File: src/rtl/blk_arb_pkg.sv
package blk_arb_pkg;
  localparam int unsigned PTR_W = 22;
  typedef enum logic {DIR_RD = 1'b0, DIR_WR = 1'b1} xfer_dir_e;
endpackage

File: src/rtl/arb_rr_pick.sv
module arb_rr_pick (
  input  logic en_i,
  input  logic rd_req_i,
  input  logic wr_req_i,
  input  logic prio_wr_i,
  output logic pick_rd_o,
  output logic pick_wr_o
);
  always_comb begin
    pick_rd_o = 1'b0;
    pick_wr_o = 1'b0;
    if (en_i) begin
      if (rd_req_i && wr_req_i) begin
        pick_wr_o = prio_wr_i;
        pick_rd_o = !prio_wr_i;
      end else begin
        pick_rd_o = rd_req_i;
        pick_wr_o = wr_req_i;
      end
    end
  end
endmodule

File: src/rtl/arb_grant_ctl.sv
module arb_grant_ctl
  import blk_arb_pkg::*;
(
  input  logic      clk_i,
  input  logic      rst_ni,
  input  logic      pick_rd_i,
  input  logic      pick_wr_i,
  input  logic      rd_done_i,
  input  logic      wr_done_i,
  output logic      idle_o,
  output logic      prio_wr_o,
  output logic      rd_ack_o,
  output logic      wr_ack_o,
  output logic      busy_o
);
  logic      busy_q, rd_ack_q, wr_ack_q, prio_wr_q;
  xfer_dir_e dir_q;
  logic      done_hit;

  assign done_hit = (dir_q == DIR_WR) ? wr_done_i : rd_done_i;

  always_ff @(posedge clk_i or negedge rst_ni) begin
    if (!rst_ni) begin
      busy_q    <= 1'b0;
      rd_ack_q  <= 1'b0;
      wr_ack_q  <= 1'b0;
      prio_wr_q <= 1'b1;
      dir_q     <= DIR_WR;
    end else begin
      rd_ack_q <= 1'b0;
      wr_ack_q <= 1'b0;
      if (!busy_q) begin
        if (pick_wr_i) begin
          busy_q    <= 1'b1;
          wr_ack_q  <= 1'b1;
          dir_q     <= DIR_WR;
          prio_wr_q <= 1'b0;
        end else if (pick_rd_i) begin
          busy_q    <= 1'b1;
          rd_ack_q  <= 1'b1;
          dir_q     <= DIR_RD;
          prio_wr_q <= 1'b1;
        end
      end else if (done_hit) begin
        busy_q <= 1'b0;
      end
    end
  end

  assign idle_o    = !busy_q;
  assign prio_wr_o = prio_wr_q;
  assign rd_ack_o  = rd_ack_q;
  assign wr_ack_o  = wr_ack_q;
  assign busy_o    = busy_q;
endmodule

File: src/rtl/arb_launch_reg.sv
module arb_launch_reg
  import blk_arb_pkg::*;
#(
  parameter int unsigned W = PTR_W
) (
  input  logic         clk_i,
  input  logic         rst_ni,
  input  logic         fire_rd_i,
  input  logic         fire_wr_i,
  input  logic [W-1:0] rd_ptr_i,
  input  logic [W-1:0] wr_ptr_i,
  input  logic         ack_any_i,
  output logic         start_o,
  output logic [W-1:0] ptr_o,
  output logic         is_wr_o
);
  logic [W-1:0] ptr_q;
  logic         is_wr_q, start_q;

  always_ff @(posedge clk_i or negedge rst_ni) begin
    if (!rst_ni) begin
      ptr_q   <= '0;
      is_wr_q <= 1'b0;
      start_q <= 1'b0;
    end else begin
      start_q <= ack_any_i;
      if (fire_wr_i) begin
        ptr_q   <= wr_ptr_i;
        is_wr_q <= 1'b1;
      end else if (fire_rd_i) begin
        ptr_q   <= rd_ptr_i;
        is_wr_q <= 1'b0;
      end
    end
  end

  assign start_o = start_q;
  assign ptr_o   = ptr_q;
  assign is_wr_o = is_wr_q;
endmodule

File: src/rtl/blk_xfer_arb.sv
module blk_xfer_arb
  import blk_arb_pkg::*;
#(
  parameter int unsigned PW = PTR_W
) (
  input  logic          clk_i,
  input  logic          rst_ni,
  input  logic          rd_req_i,
  input  logic [PW-1:0] rd_ptr_i,
  input  logic          wr_req_i,
  input  logic [PW-1:0] wr_ptr_i,
  input  logic          rd_done_i,
  input  logic          wr_done_i,
  output logic          rd_ack_o,
  output logic          wr_ack_o,
  output logic          busy_o,
  output logic          start_o,
  output logic [PW-1:0] start_ptr_o,
  output logic          start_is_wr_o
);
  logic idle, prio_wr, pick_rd, pick_wr;

  arb_rr_pick u_pick (
    .en_i      (idle),
    .rd_req_i  (rd_req_i),
    .wr_req_i  (wr_req_i),
    .prio_wr_i (prio_wr),
    .pick_rd_o (pick_rd),
    .pick_wr_o (pick_wr)
  );

  arb_grant_ctl u_ctl (
    .clk_i     (clk_i),
    .rst_ni    (rst_ni),
    .pick_rd_i (pick_rd),
    .pick_wr_i (pick_wr),
    .rd_done_i (rd_done_i),
    .wr_done_i (wr_done_i),
    .idle_o    (idle),
    .prio_wr_o (prio_wr),
    .rd_ack_o  (rd_ack_o),
    .wr_ack_o  (wr_ack_o),
    .busy_o    (busy_o)
  );

  arb_launch_reg #(.W(PW)) u_launch (
    .clk_i     (clk_i),
    .rst_ni    (rst_ni),
    .fire_rd_i (pick_rd),
    .fire_wr_i (pick_wr),
    .rd_ptr_i  (rd_ptr_i),
    .wr_ptr_i  (wr_ptr_i),
    .ack_any_i (rd_ack_o | wr_ack_o),
    .start_o   (start_o),
    .ptr_o     (start_ptr_o),
    .is_wr_o   (start_is_wr_o)
  );
endmodule

File: config.mk
export PLATFORM = sky130hd
export DESIGN_NAME = blk_xfer_arb
export DESIGN_NICKNAME = d
export VERILOG_FILES = /design/src/rtl/blk_arb_pkg.sv /design/src/rtl/arb_rr_pick.sv /design/src/rtl/arb_grant_ctl.sv /design/src/rtl/arb_launch_reg.sv /design/src/rtl/blk_xfer_arb.sv
export SDC_FILE = /design/constraint.sdc
export NUM_CORES = 1
export LEC_CHECK = 0
export ABC_AREA = 1
export CAP_MARGIN = 10
export CORE_MARGIN = 2
export CORE_UTILIZATION = 36
export CTS_CLUSTER_DIAMETER = 200
export DETAILED_ROUTE_END_ITERATION = 8
export PLACE_DENSITY = 0.86
export SKIP_CTS_REPAIR_TIMING = 1
export SLEW_MARGIN = 20
export SYNTH_ARGS = -nofsm -noshare
export SYNTH_HDL_FRONTEND = slang
export SYNTH_SLANG_ARGS = --single-unit
File: constraint.sdc
create_clock -name clk_i -period 1.15 [get_ports clk_i]
set_input_delay 0.115 -clock clk_i [delete_from_list [all_inputs] [get_ports clk_i]]
set_output_delay 0.115 -clock clk_i [all_outputs]
set_load 0.01 [all_outputs]
Word level (Yosys, flattened, before mapping)
Cells that the tools add are included. W data, S select, Z words.

Bits in registers: 29. Bits of input ports: 50. Output and inout port bits: 27. Word-level logic and storage cells: 33.

Mux-type cells: 19. Bitwise gates (word level): 2. Reductions and logical operators: 4.

Operators by type and width (number): $mux W22 (2); $mux W1 (17); $reduce_and A2 Y1 (1); $reduce_bool A2 Y1 (1); $logic_and A1 B1 Y1 (1); $logic_not A1 Y1 (1); $not A1 Y1 (1); $or A1 B1 Y1 (1).

Depth between registers and ports, before layout
Depth after elaboration: 6. Mapped depth: 7. Gate-level depth less buffers: 6.

Hierarchy
From an unflattened synthesis, not the netlist that was laid out.

Cell total of the unflattened synthesis: 152. Area total of the unflattened synthesis: 1285.0 um2.

Modules (own cells, without submodules): arb_launch_reg (instances 1, cells an instance 124, area an instance 1061.0 um2, seq. area each 600.6 um2); arb_grant_ctl (instances 1, cells an instance 20, area an instance 191.4 um2, seq. area each 127.6 um2); arb_rr_pick (instances 1, cells an instance 5, area an instance 21.3 um2, seq. area each 0.0 um2); blk_xfer_arb (instances 1, cells an instance 3, area an instance 11.3 um2, seq. area each 0.0 um2).

Least setup slack after synthesis
Ideal clock, no wire load.

Path type: register to register. Start: reg u_ctl.prio_wr_q (netlist: u_ctl.prio_wr_o). End: reg u_launch.ptr_q[0] (netlist: u_launch.ptr_o[0]). Library setup time: 117 ps. Data arrival time: 1057 ps. Data required time: 1033 ps. Slack: -24 ps. Cell stages (with the launch flop): 7. Buffers on the path: 1. Clock period less this slack: 1174 ps. Cell sequence: dfstp_2 > inv_1 > nand2_1 > buf_2 > nand3_1 > nand3_1 > nand2_1.

Longest elaborated chain between the ends: 4. Elaborated cells on any way between the ends: 7. Those cells by class: 5 x mux; 2 x reduce/logical.

RTL lines: from (decl) (RTL line arb_grant_ctl.sv:16) `logic busy_q, rd_ack_q, wr_ack_q, prio_wr_q;`; from (signal assigned) (RTL line arb_grant_ctl.sv:27) `prio_wr_q <= 1'b1;`; from (signal assigned) (RTL line arb_grant_ctl.sv:37) `prio_wr_q <= 1'b0;`; from (signal assigned) (RTL line arb_grant_ctl.sv:42) `prio_wr_q <= 1'b1;`; $logic_not A1 Y1 (RTL line arb_rr_pick.sv:15) `pick_rd_o = !prio_wr_i;`; $mux W1 (RTL line arb_rr_pick.sv:13) `if (rd_req_i && wr_req_i) begin`; $mux W1 (RTL line arb_rr_pick.sv:12) `if (en_i) begin`; $reduce_bool A2 Y1 (no source line); to (signal assigned) (RTL line arb_launch_reg.sv:28) `ptr_q <= wr_ptr_i;`; to (signal assigned) (RTL line arb_launch_reg.sv:31) `ptr_q <= rd_ptr_i;`; to (decl) (RTL line arb_launch_reg.sv:17) `logic [W-1:0] ptr_q;`.

Several ways; a longest one is shown, not always the timed one. A chain may end at the register's enable or synchronous reset.

Worst setup path in the final report
Start: reg u_ctl.prio_wr_q (netlist: u_ctl.prio_wr_o). End: reg u_launch.ptr_q[7] (netlist: u_launch.ptr_o[7]).

The elaborated chain is that of the path after synthesis.

==> flow_summary.yaml <==
status:
  outcome: "finished with violations"
  violations: "negative setup slack"
global_route:
  grt_max_degree: 30
  grt_pass1_wl_um: 7260
  grt_pass1_vias: 1607
  grt-ovfl-total: 0
  grt_usage: 0.185
  antenna_found_initial: 0
timing:
  maxSlewViolCount: 0
  post-route-worst-setup-slack_ns: -0.0736
  rsz0062_at_grt: "true"
  hold_viol_final: 0
  tns_ns: -0.964
  setup_viol: 22
  max_slew_margin: 0.799
  layout_worst_path_cycle_share: 1.06
  max_freq_ghz: 0.817
  worstMarginPinSlew_ns: 0.301
  min_period_ns: 1.22
  clock_skew_ns: 0.00691
worst_setup_path:
  crit_buf_inv: 2
  start_kind: "flip-flop"
  critical-path-max-stage-delay_ns: 0.53
  worstPathCellList: "inv_2 -> nand2_4 -> nand2_8 -> buf_12 -> nand2_2 -> nand3_2 -> nand2_2"
  crit_path_max_fanout: 6
  cp.arrival_ns: 1.44
  path_delay_family: "flip-flops"
  cp-end-kind: "flip-flop"
  critPathSlowestCell: "dfstp_2"
  cp.required_ns: 1.37
  crit_path_frequent_cell: "nand2_2"
  crit_type: "flip-flop to flip-flop"
die:
  num_rows: 23
  die_h_um: 69.1
  dieArea_um2: 4780
  ios: 77
  die_width_um: 69.1
  start_util: 0.379
  core_area_um2: 4030
yosys:
  synth.cell_area_um2: 1530
  synth_edf_count: 0
  synth_top_flop_cell: "dfrtp_1"
  syn_nets: 264
  ys_top_cells_by_count: "nand2_1, inv_1, nand3_1"
  seq_area_frac_synth: 0.477
  yosysMostFrequentCell: "nand2_1"
  synth.largest_area_cell: "dfrtp_1"
  synth.distinct_cells: 15
  yosys_warnings: 0
  netlist_instances: 214
  synthTopCellsByArea: "dfrtp_1, nand2_1, nand3_1, inv_1, dfstp_2"
  synth-async-reset-ratio: 1.00
  syn_area_per_cell_um2: 7.14
  synth_top_area_share: 0.442
  ys_ff_latch: 29
layout:
  area_delta_synth_final_pct: 91.3
  drive_above_1_share: 0.272
  final-instance-count-excl-fill: 355
  antenna_cells: 0
  nNetsFinal: 354
  fillers: 293
flow_run:
  maxCapViolCount: 0
placement:
  place.gp.congestion: 0.811
  place_inst: 339
  dp.final_hpwl_um: 3050
  io_buffers: 76
pwr:
  power_density_nw_per_um2: 2040
  ir_worst_vdd_mv: 1.23
  p_leak_nw: 1.77
cts:
  clock_sinks: 29
  cts_tree: "built"
  clk_path_buf_depth: 2
  cts.clk_slew.worst_paths_ns: 0.07
  cts_root_buf: "clkbuf_8"
  cts_made_buffers: 5
  insertion_delay_ns: 0.28
  htree_levels: 2
route:
  drtIter0Drc: 92
  wire_per_inst_um: 13.9
  drc_errors: 0
  vias: 1677
  drtAntennaViolNets: 0
  drt_wl_total_um: 4940
  drtPass1Iterations: 6
  via_per_inst: 4.72
worst_hold_path:
  hold_class: "input port to flip-flop"
[area by class of cell]
type,instances,area (um^2),area share
Inverter,50,193,0.0659
Clock inverter,2,10.0,0.00342
Multi-Input combinational cell,125,781,0.267
Clock buffer,6,72.6,0.0248
Timing Repair Buffer,93,1070,0.368
Sequential cell,29,729,0.250
Tap cell,50,62.6,0.0214
[layout by cell type (no fill, tap or decap)]
master / Yosys / routed
a21oi_1: 1 / 1
buf_12: 0 / 3
buf_4: 0 / 5
buf_6: 2 / 3
buf_8: 0 / 3
clkbuf_1: 0 / 1
clkbuf_16: 0 / 3
clkbuf_2: 0 / 1
clkbuf_8: 0 / 5
clkdlybuf4s50_1: 0 / 48
clkinv_2: 0 / 2
dfrtp_1: 27 / 26
dfrtp_2: 0 / 1
dfstp_2: 2 / 2
dlymetal6s2s_1: 0 / 27
inv_1: 47 / 45
inv_2: 3 / 3
inv_4: 0 / 2
nand2_1: 73 / 48
nand2_2: 1 / 15
nand2_4: 0 / 10
nand2_8: 0 / 1
nand3_1: 45 / 24
nand3_2: 0 / 21
nor2_4: 1 / 1
o21ai_0: 1 / 1
o21ai_2: 1 / 1
o21bai_1: 1 / 1
or2_2: 1 / 1
[state kept, by name, summed over array words and instances, names as in the netlist]
register,count
u_ctl.busy_o,1
u_ctl.dir_q,1
u_ctl.prio_wr_o,1
u_ctl.rd_ack_o,1
u_ctl.wr_ack_o,1
u_launch.is_wr_o,1
u_launch.ptr_o,22
u_launch.start_o,1
[metal layers]
metal  GRT usage  wire [um]  vias up  part of all wire
met5           0          0        -                 0
met3      0.0746        512        9              0.10
met2       0.298       2450       96              0.50
met1       0.230       1900      754              0.38
li1            -          -      818                 -
met4      0.0501         80        0             0.016
[worst reg2reg max path, cell delays in order, from the launching register on]
cell and delay, ns:
dfstp_2 0.53, inv_2 0.05, nand2_4 0.12, nand2_8 0.10, buf_12 0.16, nand2_2 0.06
nand3_2 0.07, nand2_2 0.08
[final timing paths]
check	startpoint	endpoint	slack (ns)	cells after the start
min reg2reg	u_ctl.rd_ack_o	u_launch.start_o	0.46	1
min	wr_req_i	u_ctl.rd_ack_o	0.15	2
min in group asynchronous	rst_ni	u_launch.ptr_o[4]	0.19	2
max	u_ctl.prio_wr_o	u_launch.ptr_o[7]	-0.07	7
max reg2reg	u_ctl.prio_wr_o	u_launch.ptr_o[7]	-0.07	7
max in group asynchronous	rst_ni	u_ctl.dir_q	0.70	2
[per-stage QoR]
stage               total power [mW]  setup slack [ns]  utilization  instance area [um^2]  hold WS, ns
global placement                4.51            -0.186        0.591                  2380        0.448
floorplan                       3.12           -0.0242            -                  1530       -0.181
detailed placement              4.59            -0.241        0.591                  2380        0.458
global route                    6.36            -0.121        0.725                  2920        0.155
finish                          5.96           -0.0736        0.725                  2920        0.146
CTS                             5.42            -0.283        0.611                  2460        0.199
[cell families after synthesis]
group / after synthesis / share of synthesized area
and+or+nand+nor: 121 / 0.342
buffers and inverters: 60 / 0.164
DFF: 29 / 0.477
AOI/OAI and AO/OA: 4 / 0.0172
[power by group]
group	leakage, nW	switching [mW]	internal [mW]
combinational	1.37	1.65	1.67
sequential	0.351	0.290	1.55
clock	0.0450	0.385	0.418
(Power assumes the default switching activity.)
